File: config.mk
export PLATFORM = sky130hd
export DESIGN_NAME = srst_gate_ctrl
export DESIGN_NICKNAME = d
export VERILOG_FILES = /design/src/rtl/sgc_pkg.sv /design/src/rtl/sgc_alias_write.sv /design/src/rtl/sgc_gate_timer.sv /design/src/rtl/sgc_release_hold.sv /design/src/rtl/srst_gate_ctrl.sv
export SDC_FILE = /design/constraint.sdc
export NUM_CORES = 1
export LEC_CHECK = 0
export ABC_AREA = 1
export BUFFER_PORTS_ARGS = -buffer_cell sky130_fd_sc_hd__buf_2
export CORE_MARGIN = 2
export CORE_UTILIZATION = 50
export CTS_BUF_LIST = sky130_fd_sc_hd__clkbuf_16
export DETAILED_ROUTE_END_ITERATION = 10
export PLACE_DENSITY_LB_ADDON = 0.3
export SLEW_MARGIN = 5
export SYNTH_ARGS = -nofsm -noshare
export SYNTH_HDL_FRONTEND = slang
export SYNTH_SLANG_ARGS = --single-unit
File: constraint.sdc
create_clock -name clk -period 1.65 [get_ports clk]
set_clock_uncertainty 0.1 [all_clocks]
set_input_delay 0.2475 -clock clk [delete_from_list [all_inputs] [get_ports clk]]
set_output_delay 0.2475 -clock clk [all_outputs]
set_load 0.01 [all_outputs]
File: src/rtl/sgc_pkg.sv
package sgc_pkg;
  localparam int REG_W    = 8;
  localparam int EN_BIT   = 0;
  localparam int BW_LSB   = 1;
  localparam int BW_W     = 2;
  localparam int GATE_BIT = 6;
  localparam int SRST_BIT = 7;
  localparam logic [REG_W-1:0] LIVE_MASK = 8'hC7;
  localparam logic [REG_W-1:0] CFG_MASK  = 8'h07;

  typedef enum logic [1:0] {
    WR_PLAIN = 2'd0,
    WR_SET   = 2'd1,
    WR_CLR   = 2'd2,
    WR_NONE  = 2'd3
  } wr_mode_e;

  // Applies one bus write to the current word.
  function automatic logic [REG_W-1:0] merge_write(
      input logic [REG_W-1:0] cur, input logic [1:0] mode,
      input logic [REG_W-1:0] data);
    logic [REG_W-1:0] res;
    case (wr_mode_e'(mode))
      WR_PLAIN: res = data;
      WR_SET:   res = cur | data;
      WR_CLR:   res = cur & ~data;
      default:  res = cur;
    endcase
    return res & LIVE_MASK;
  endfunction

  // Converts a hold time in ns to whole clock cycles, with a minimum of one.
  function automatic int hold_cycles(input int clk_mhz, input int hold_ns);
    int c;
    c = (clk_mhz * hold_ns) / 1000;
    return (c < 1) ? 1 : c;
  endfunction
endpackage

File: src/rtl/sgc_alias_write.sv
module sgc_alias_write
  import sgc_pkg::*;
(
  input  logic [REG_W-1:0] cur,
  input  logic             wr_en,
  input  logic [1:0]       addr,
  input  logic [REG_W-1:0] wdata,
  output logic [REG_W-1:0] nxt
);
  always_comb begin
    nxt = cur & LIVE_MASK;
    if (wr_en) nxt = merge_write(cur, addr, wdata);
  end
endmodule

File: src/rtl/sgc_gate_timer.sv
module sgc_gate_timer #(
  parameter int GATE_DELAY = 4
) (
  input  logic clk,
  input  logic rst_n,
  input  logic srst_q,
  output logic gate_hit
);
  localparam int CW = (GATE_DELAY > 1) ? $clog2(GATE_DELAY) : 1;
  localparam logic [CW-1:0] LAST = CW'(GATE_DELAY - 1);

  logic [CW-1:0] cnt_q;

  always_ff @(posedge clk or negedge rst_n) begin
    if (!rst_n)              cnt_q <= '0;
    else if (!srst_q)        cnt_q <= '0;
    else if (cnt_q != LAST)  cnt_q <= cnt_q + 1'b1;
  end

  assign gate_hit = srst_q && (cnt_q == LAST);
endmodule

File: src/rtl/sgc_release_hold.sv
module sgc_release_hold #(
  parameter int HOLD_CYC = 50
) (
  input  logic clk,
  input  logic rst_n,
  input  logic srst_q,
  output logic hold_active
);
  localparam int CW = $clog2(HOLD_CYC + 1);

  logic [CW-1:0] cnt_q;

  always_ff @(posedge clk or negedge rst_n) begin
    if (!rst_n)           cnt_q <= '0;
    else if (srst_q)      cnt_q <= CW'(HOLD_CYC);
    else if (cnt_q != 0)  cnt_q <= cnt_q - 1'b1;
  end

  assign hold_active = (cnt_q != 0);
endmodule

File: src/rtl/srst_gate_ctrl.sv
module srst_gate_ctrl
  import sgc_pkg::*;
#(
  parameter int GATE_DELAY = 4,
  parameter int CLK_MHZ    = 50,
  parameter int HOLD_NS    = 1000
) (
  input  logic             clk,
  input  logic             rst_n,
  input  logic             wr_en,
  input  logic [1:0]       addr,
  input  logic [REG_W-1:0] wdata,
  output logic [REG_W-1:0] rdata,
  output logic             func_rst,
  output logic             func_clk_en
);
  localparam int HOLD_CYC = hold_cycles(CLK_MHZ, HOLD_NS);

  logic [REG_W-1:0] ctrl_q;
  logic [REG_W-1:0] bus_nxt;
  logic [REG_W-1:0] ctrl_d;
  logic             srst_q;
  logic             gate_q;
  logic             gate_hit;
  logic             hold_active;

  assign srst_q = ctrl_q[SRST_BIT];
  assign gate_q = ctrl_q[GATE_BIT];

  sgc_alias_write u_alias (
    .cur(ctrl_q), .wr_en(wr_en), .addr(addr), .wdata(wdata), .nxt(bus_nxt)
  );

  sgc_gate_timer #(.GATE_DELAY(GATE_DELAY)) u_gate (
    .clk(clk), .rst_n(rst_n), .srst_q(srst_q), .gate_hit(gate_hit)
  );

  sgc_release_hold #(.HOLD_CYC(HOLD_CYC)) u_hold (
    .clk(clk), .rst_n(rst_n), .srst_q(srst_q), .hold_active(hold_active)
  );

  always_comb begin
    ctrl_d = bus_nxt;
    if (ctrl_d[SRST_BIT]) begin
      ctrl_d[EN_BIT] = 1'b0;
      ctrl_d[BW_LSB +: BW_W] = '0;
    end
    if (srst_q) ctrl_d[GATE_BIT] = gate_q | gate_hit;
  end

  always_ff @(posedge clk or negedge rst_n) begin
    if (!rst_n) ctrl_q <= '0;
    else        ctrl_q <= ctrl_d;
  end

  assign rdata       = ctrl_q;
  assign func_rst    = srst_q | hold_active;
  assign func_clk_en = ~gate_q;
endmodule

### Word-level counts from Yosys, hierarchy flattened

Cells that the tools add are included.
Widths: inputs -> output; s select.

* $add $sub $neg: 2
* eq/ne operators: 5
* muxes and demuxes: 8
* bitwise logic cells: 6
* reductions and logical operators: 10

Operators by type and width (number)
* $pmux 8 s3: 1
* $mux 6: 2
* $and 8x8->8: 1
* $mux 8: 1
* $not 8->8: 1
* $or 8x8->8: 1
* $reduce_bool 4->1: 2
* $reduce_bool 2->1: 3
* $reduce_bool 6->1: 1
* $sub 6x1->6 const B: 1
* $eq 2x2->1 const B: 2
* $mux 2: 2
* $reduce_and 2->1: 2
* $mux 3: 1
* $add 2x1->2 const B: 1
* $eq 2x1->1 const B: 1
* $logic_not 2->1: 1
* $ne 2x1->1 const B: 1
* $ne 2x2->1 const B: 1
* $or 1x1->1: 2
* $logic_and 1x1->1: 1
* $mux 1: 1
* $not 1->1: 1

* flip-flop bits (word level): 16
* bits of input ports: 13
* output and inout port bits: 10
* word-level logic and storage cells: 36

### Depth between registers and ports, before layout

Gate-level depths: netlist of run 1.

* depth in word-level cells: 6
* mapped depth: 7
* mapped depth without buffers: 7

### Modules after synthesis

A second synthesis of run 1 with hierarchy kept.

* cells, all modules: 115
* area, all modules: 873.3 um^2

By module, submodules not included
* sgc_release_hold: instances 1, cells an instance 45, area each 364.1 um^2, sequential area each 150.1 um^2
* srst_gate_ctrl: instances 1, cells an instance 20, area each 249.0 um^2, sequential area each 200.2 um^2
* sgc_alias_write: instances 1, cells an instance 37, area each 155.1 um^2, sequential area each 0.0 um^2
* sgc_gate_timer: instances 1, cells an instance 13, area each 105.1 um^2, sequential area each 50.0 um^2

### Worst setup path before layout of run 1

OpenSTA, ideal clock, no wires.

* kind: register to output
* from: reg u_hold.cnt_q[0]
* to: out func_rst
* arrival: 1001 ps
* data required time: 1302 ps
* slack: 301 ps
* cell stages (with the launch flop): 6
* path buffers: 0
* cell sequence: dfrtp_1 > inv_1 > ha_1 > nand2_1 > nor2_4 > nand3_4

* cells in the longest elaborated chain, start to end: 2

RTL lines
* start: declaration: RTL line sgc_release_hold.sv:11 `logic [CW-1:0] cnt_q;`
* start signal: assignment: RTL line sgc_release_hold.sv:15 `else if (srst_q) cnt_q <= CW'(HOLD_CYC);`
* start signal: assignment: RTL line sgc_release_hold.sv:16 `else if (cnt_q != 0) cnt_q <= cnt_q - 1'b1;`
* $reduce_bool 6->1: RTL line sgc_release_hold.sv:19 `assign hold_active = (cnt_q != 0);`
* $or 1x1->1: RTL line srst_gate_ctrl.sv:57 `assign func_rst = srst_q | hold_active;`
* end: declaration: RTL line srst_gate_ctrl.sv:14 `output logic func_rst,`

Every way passes these cells.

### Final worst setup path of run 1

* from: reg u_hold.cnt_q[1]
* to: out func_rst

Same word-level chain as after synthesis.

==> results.toml, run 1 <==
[outcome]
status = "complete, no violations"

[place]
gp_congestion = 0.8331
place_ws_ns = 0.07361
io_buffers = 16
post-dp-hpwl_mm = 1.149

[power]
p_sw_mw = 0.4026
p_sw_frac = 0.3172
p_int_mw = 0.8664
p_per_area_mw_per_mm2 = 1188
comb_power_share = 0.286
clock_power_share = 0.363
vdd_drop_max_mv = 0.6776
power.total_mw = 1.269
p_seq_frac = 0.352
total_leakage_power_nw = 0.6019

[logic_synthesis]
ys_seq_elements = 13
synth_top_flop_cell = "dfrtp_1"
synth.cell_area_um2 = 827.0
synthCells = 115
synthTopCellsByCount = "nand2_1 (38), inv_1 (16), dfrtp_1 (13)"
synth_area_per_cell_um2 = 7.192
synthArstFlopShare = 1.000
synth_area_leaders = "dfrtp_1 (39%), nand2_1 (17%), inv_1 (7.3%)"
synth_top_area_frac = 0.3933
ys_types = 19
synth-edff-count = 0
yosys.area.top_type = "dfrtp_1"
synth_warnings = 0
synth.most_common_cell = "nand2_1"
ys_seq_area_frac = 0.3933

[worst_setup_path]
crit_type = "reg -> out"
crit_arrival_ns = 1.28
start_kind = "register"
crit_fanout = 4
r2r_slack_ns = 0.30
critPathCaptureType = "output port"
critPathRequiredTime_ns = 1.30

[route]
ant_nets = 0
drc = 0
wl_per_cell_um = 11.08
drt-initial-drc-count = 12
vias = 795
drt_wl_total_mm = 1.740
via_per_inst = 5.064
dr.pass1.iters = 4

[floorplan]
pin_count = 23
rows = 14
die_h_um = 44.67
coreArea_mm2 = 0.001524
fp.dieW_um = 44.67
die-area_mm2 = 0.001995
start_util = 0.5427

[finish]
fin_util = 0.7011
fin_nets = 157
area_growth_pct = 29.20
nFillCells = 115
antennaDiodeCount = 0
drive_gt1_frac = 0.2908

[sta]
rsz0062_at_grt = "yes"
hold_viol = 0
fmax_mhz = 613.8
setup_tns_ns = 0
finalWorstSetupSlack_ns = 0.02080
setup_viol = 0
fin_crit_ns = 1.629
drv_slew = 0
post-route-period-util = 0.9874

[clock_tree]
cts-root-buf = "clkbuf_16"
clkLatencyLatePin_ns = 0.24
clockBufferDepth = 2
clkTransAtPathRegs_ns = 0.04
htree_levels = 1
cts_tree = "done"
numCtsBuffers = 3
clock-sinks = 13

[global_routing]
grt_pass1_vias = 681
grt_pass1_wl_mm = 2.677
overflow = 0
grt_usage = 0.1947
grt_max_degree = 14
antenna_found_initial = 0

[flow_run]
drv_cap = 0

[worst_hold_path]
min_path_type = "in -> reg"
==> power by group through the flow <==
stage                     combinational, mW  sequential, mW  clock (mW)
after global placement                0.278           0.447           0
after detailed placement              0.291           0.449           0
final                                 0.362           0.446       0.460
after CTS                             0.323           0.444       0.465
after global routing                  0.417           0.455       0.484
after floorplan                       0.221           0.440           0
==> flip-flops by register name (all words and copies together) (netlist names) <==
signal,count
u_gate.cnt_q,2
rdata,5
u_hold.cnt_q,6
==> metal layers <==
metal	part of all wire	up-vias	global-route usage	wire [µm]
met4	0.026	0	0.1212	46
met2	0.48	36	0.3333	836
li1	-	396	-	-
met1	0.42	356	0.2098	733
met5	0	-	0	0
met3	0.071	7	0.05306	123
==> critical path, cell delays in order (launching register included) <==
cell     delay, ns
dfrtp_1       0.40
inv_2         0.08
ha_4          0.15
nand2_4       0.06
nor2_4        0.13
nand3_4       0.09
buf_6         0.13
==> path summary, 6_finish.rpt <==
| path | cells after the start | to | startpoint |
|---|---|---|---|
| hold reg to reg | 1 | u_gate.cnt_q[0] | u_gate.cnt_q[0] |
| max in group asynchronous | 2 | u_hold.cnt_q[1] | rst_n |
| min in group asynchronous | 2 | u_hold.cnt_q[2] | rst_n |
| setup reg to reg | 8 | u_hold.cnt_q[1] | u_hold.cnt_q[1] |
| hold / removal | 4 | rdata[6] | wdata[6] |
| setup / recovery | 6 | func_rst | u_hold.cnt_q[1] |
==> cells in the final DEF (no fill, tap or decap), drive strengths merged <==
master	instances
dlygate4sd3	1
nand4	2
nand3	9
clkbuf	3
buf	24
nor2	13
conb	3
o21ai	3
o211ai	1
nand2	38
ha	2
a21boi	1
dfrtp	13
inv	22
a21oi	6
==> what timing repair did <==
item / in CTS / in global routing
pin swaps: 1 / 2
resized for setup: 4 / 3
hold buffers: 1 / 0
setup buffers: 3 / 5
endpoints found under the setup margin: 1 / 1
endpoints found under the hold margin: 13 / 0
==> area by class of cell <==
cell class	instances	area (µm²)	share of cell area
clock inverter	1	3.754	0.003513
timing repair buffer	25	156.4	0.1464
tap	16	20.02	0.01874
sequential	13	325.3	0.3045
clock buffer	3	75.07	0.07026
multi-input combinational	78	404.1	0.3782
inverter	21	83.83	0.07845
==> logic make-up after synthesis <==
family	after synthesis	share of synthesized area
DFF	13	0.3933
AOI/OAI and AO/OA	11	0.07715
adders and majority gates	2	0.03025
other	1	0.004534
and+or+nand+nor	62	0.3434
buffers and inverters	26	0.1513
==> through the flow <==
step,hold WS (ns),area (µm²),instances
finish,0.1811,1069,157
global route,0.2064,1069,157
CTS,0.1858,1020,152
detailed placement,0.05393,893.4,144
global placement,0.04845,893.4,144
floorplan,-0.1481,834.6,117
(Power assumes the default switching activity.)
==> run 2, diff against run 1 <==
==> constraint.sdc (replaced) <==
create_clock -name clk -period 1.65 [get_ports clk]
set_clock_uncertainty 0.1 [all_clocks]
set_input_delay 0.165 -clock clk [delete_from_list [all_inputs] [get_ports clk]]
set_output_delay 0.165 -clock clk [all_outputs]
set_load 0.01 [all_outputs]
==> run 2 against run 1 <==
  * Design area decreased by 5.2%
  * Routed wire length decreased by 5.9%
  * Final cell count decreased by 3.8%
  * Sequential share of layout area increased by 1.7 points
  * Global-route usage decreased by 0.13 points
  * Combinational power decreased by 13%
  * Fmax increased by 2.4%
  * Count of clock-buffer cells in the layout unchanged
  * Via count decreased by 6.4%
  * Largest cell class unchanged
  * Largest power group unchanged
==> results.toml, run 2 (synthesis results as in run 1) <==
[sta]
rsz0062_at_grt = "no"
fmax_mhz = 628.7
hold_viol = 0
setup_viol = 0
setup_tns_ns = 0
fin_crit_ns = 1.590
drv_slew = 0
post-route-period-util = 0.9639

[floorplan]
rows = 14
die_h_um = 44.67
die-area_mm2 = 0.001995
pin_count = 23
coreArea_mm2 = 0.001524
start_util = 0.5427
fp.dieW_um = 44.67

[finish]
fin_cells = 151
largest_reg_flops = 6
final_cell_mix = "nand2_1 (37), buf_2 (16), inv_1 (15)"
nFillCells = 123
antennaDiodeCount = 0
multi_input_area_um2 = 399.1
layout_commonest_cell = "nand2_1"
drive_gt1_frac = 0.2593
area_growth_pct = 22.54
regMostFlops = "u_hold.cnt_q"
register_area_um2 = 325.3
fin_area_mm2 = 0.001013
fin_util = 0.6650
fin_nets = 151

[place]
place_area_um2 = 893.4
post-dp-hpwl_mm = 1.152
io_buffers = 16
gp_congestion = 0.8179
numPlacedInstances = 144

[global_routing]
overflow = 0
grt_max_degree = 14
antenna_found_initial = 0
grt_pass1_wl_mm = 2.808
grt_usage = 0.1934
grt_pass1_vias = 697

[clock_tree]
numCtsBuffers = 3
clockBufferDepth = 2
cts_tree = "done"
clkLatencyLatePin_ns = 0.24
clkTransAtPathRegs_ns = 0.05
clock-sinks = 13
htree_levels = 1
cts-root-buf = "clkbuf_16"

[worst_hold_path]
min_path_type = "in -> reg"

[route]
dr.pass1.iters = 4
wl_per_cell_um = 10.85
drt_wl_total_mm = 1.638
vias = 744
ant_nets = 0
drc = 0
drt-initial-drc-count = 9
via_per_inst = 4.927

[worst_setup_path]
crit_arrival_ns = 1.33
crit_type = "reg -> out"
crit_fanout = 4
start_kind = "register"
critPathCaptureType = "output port"
critPathRequiredTime_ns = 1.38

[outcome]
status = "complete, no violations"

[power]
total_leakage_power_nw = 0.5692
vdd_drop_max_mv = 0.7956
p_per_area_mw_per_mm2 = 1202

[flow_run]
drv_cap = 0
run 2: cell types whose count changed in the layout (fill, tap and decap cells not counted):
cell      change
nand2_4       -1
nand2_2       +1
inv_2         -1
clkinv_2      +1
buf_6         -1
buf_2         +1
buf_4         -6
run 2: metrics by stage:
stage	worst slack, ns	power, mW	hold slack [ns]
after floorplan	0.3258	0.6612	-0.2306
final	0.05951	1.218	0.1136
after global routing	0.005932	1.301	0.1478
after global placement	0.1963	0.7247	-0.03494
after detailed placement	0.1767	0.7371	-0.02617
after CTS	0.02110	1.210	0.1088
run 2: path summary, 6_finish.rpt:
kind                                 start         endpoint  slack, ns  depth (start not counted)
max                        u_hold.cnt_q[0]         func_rst       0.06                          6
min                               wdata[6]         rdata[6]       0.11                          4
max reg2reg                u_hold.cnt_q[0]  u_hold.cnt_q[0]       0.35                          7
min reg2reg                u_gate.cnt_q[0]  u_gate.cnt_q[0]       0.38                          1
max in group asynchronous            rst_n         rdata[7]       0.97                          2
min in group asynchronous            rst_n  u_hold.cnt_q[5]       0.25                          2
run 2: layer usage:
layer / vias to the layer above / part of all wire / GRT usage
li1: 386 / - / -
met1: 347 / 0.45 / 0.2262
met2: 9 / 0.51 / 0.3536
met3: 2 / 0.029 / 0.03673
met4: 0 / 0.0079 / 0.05455
met5: - / 0 / 0
run 2: final cells by class:
class | instances | area share
inverters | 21 | 0.08272
well taps | 16 | 0.01975
clock inverters | 1 | 0.004938
multi-input cells | 78 | 0.3938
repair buffers | 19 | 0.1037
clock buffers | 3 | 0.07407
flip-flops and latches | 13 | 0.3210
run 2: where the power goes:
group | internal (mW) | total, mW | switching [mW]
clock network | 0.322 | 0.455 | 0.133
registers | 0.384 | 0.448 | 0.0635
logic | 0.129 | 0.316 | 0.186
total | 0.836 | 1.22 | 0.382
run 2: worst max-delay path, stage by stage (launching register included):
cell,delay [ns]
dfrtp_1,0.40
inv_2,0.11
ha_4,0.15
nand2_2,0.08
nor2_4,0.12
nand3_4,0.08
buf_2,0.15
run 2: what timing repair did:
item,in CTS,in global routing
setup endpoints to repair,1,1
pin swaps,1,0
hold buffers,1,0
gates resized for setup,3,1
endpoints found under the hold margin,13,0
setup buffers,1,1
gates cloned,0,0
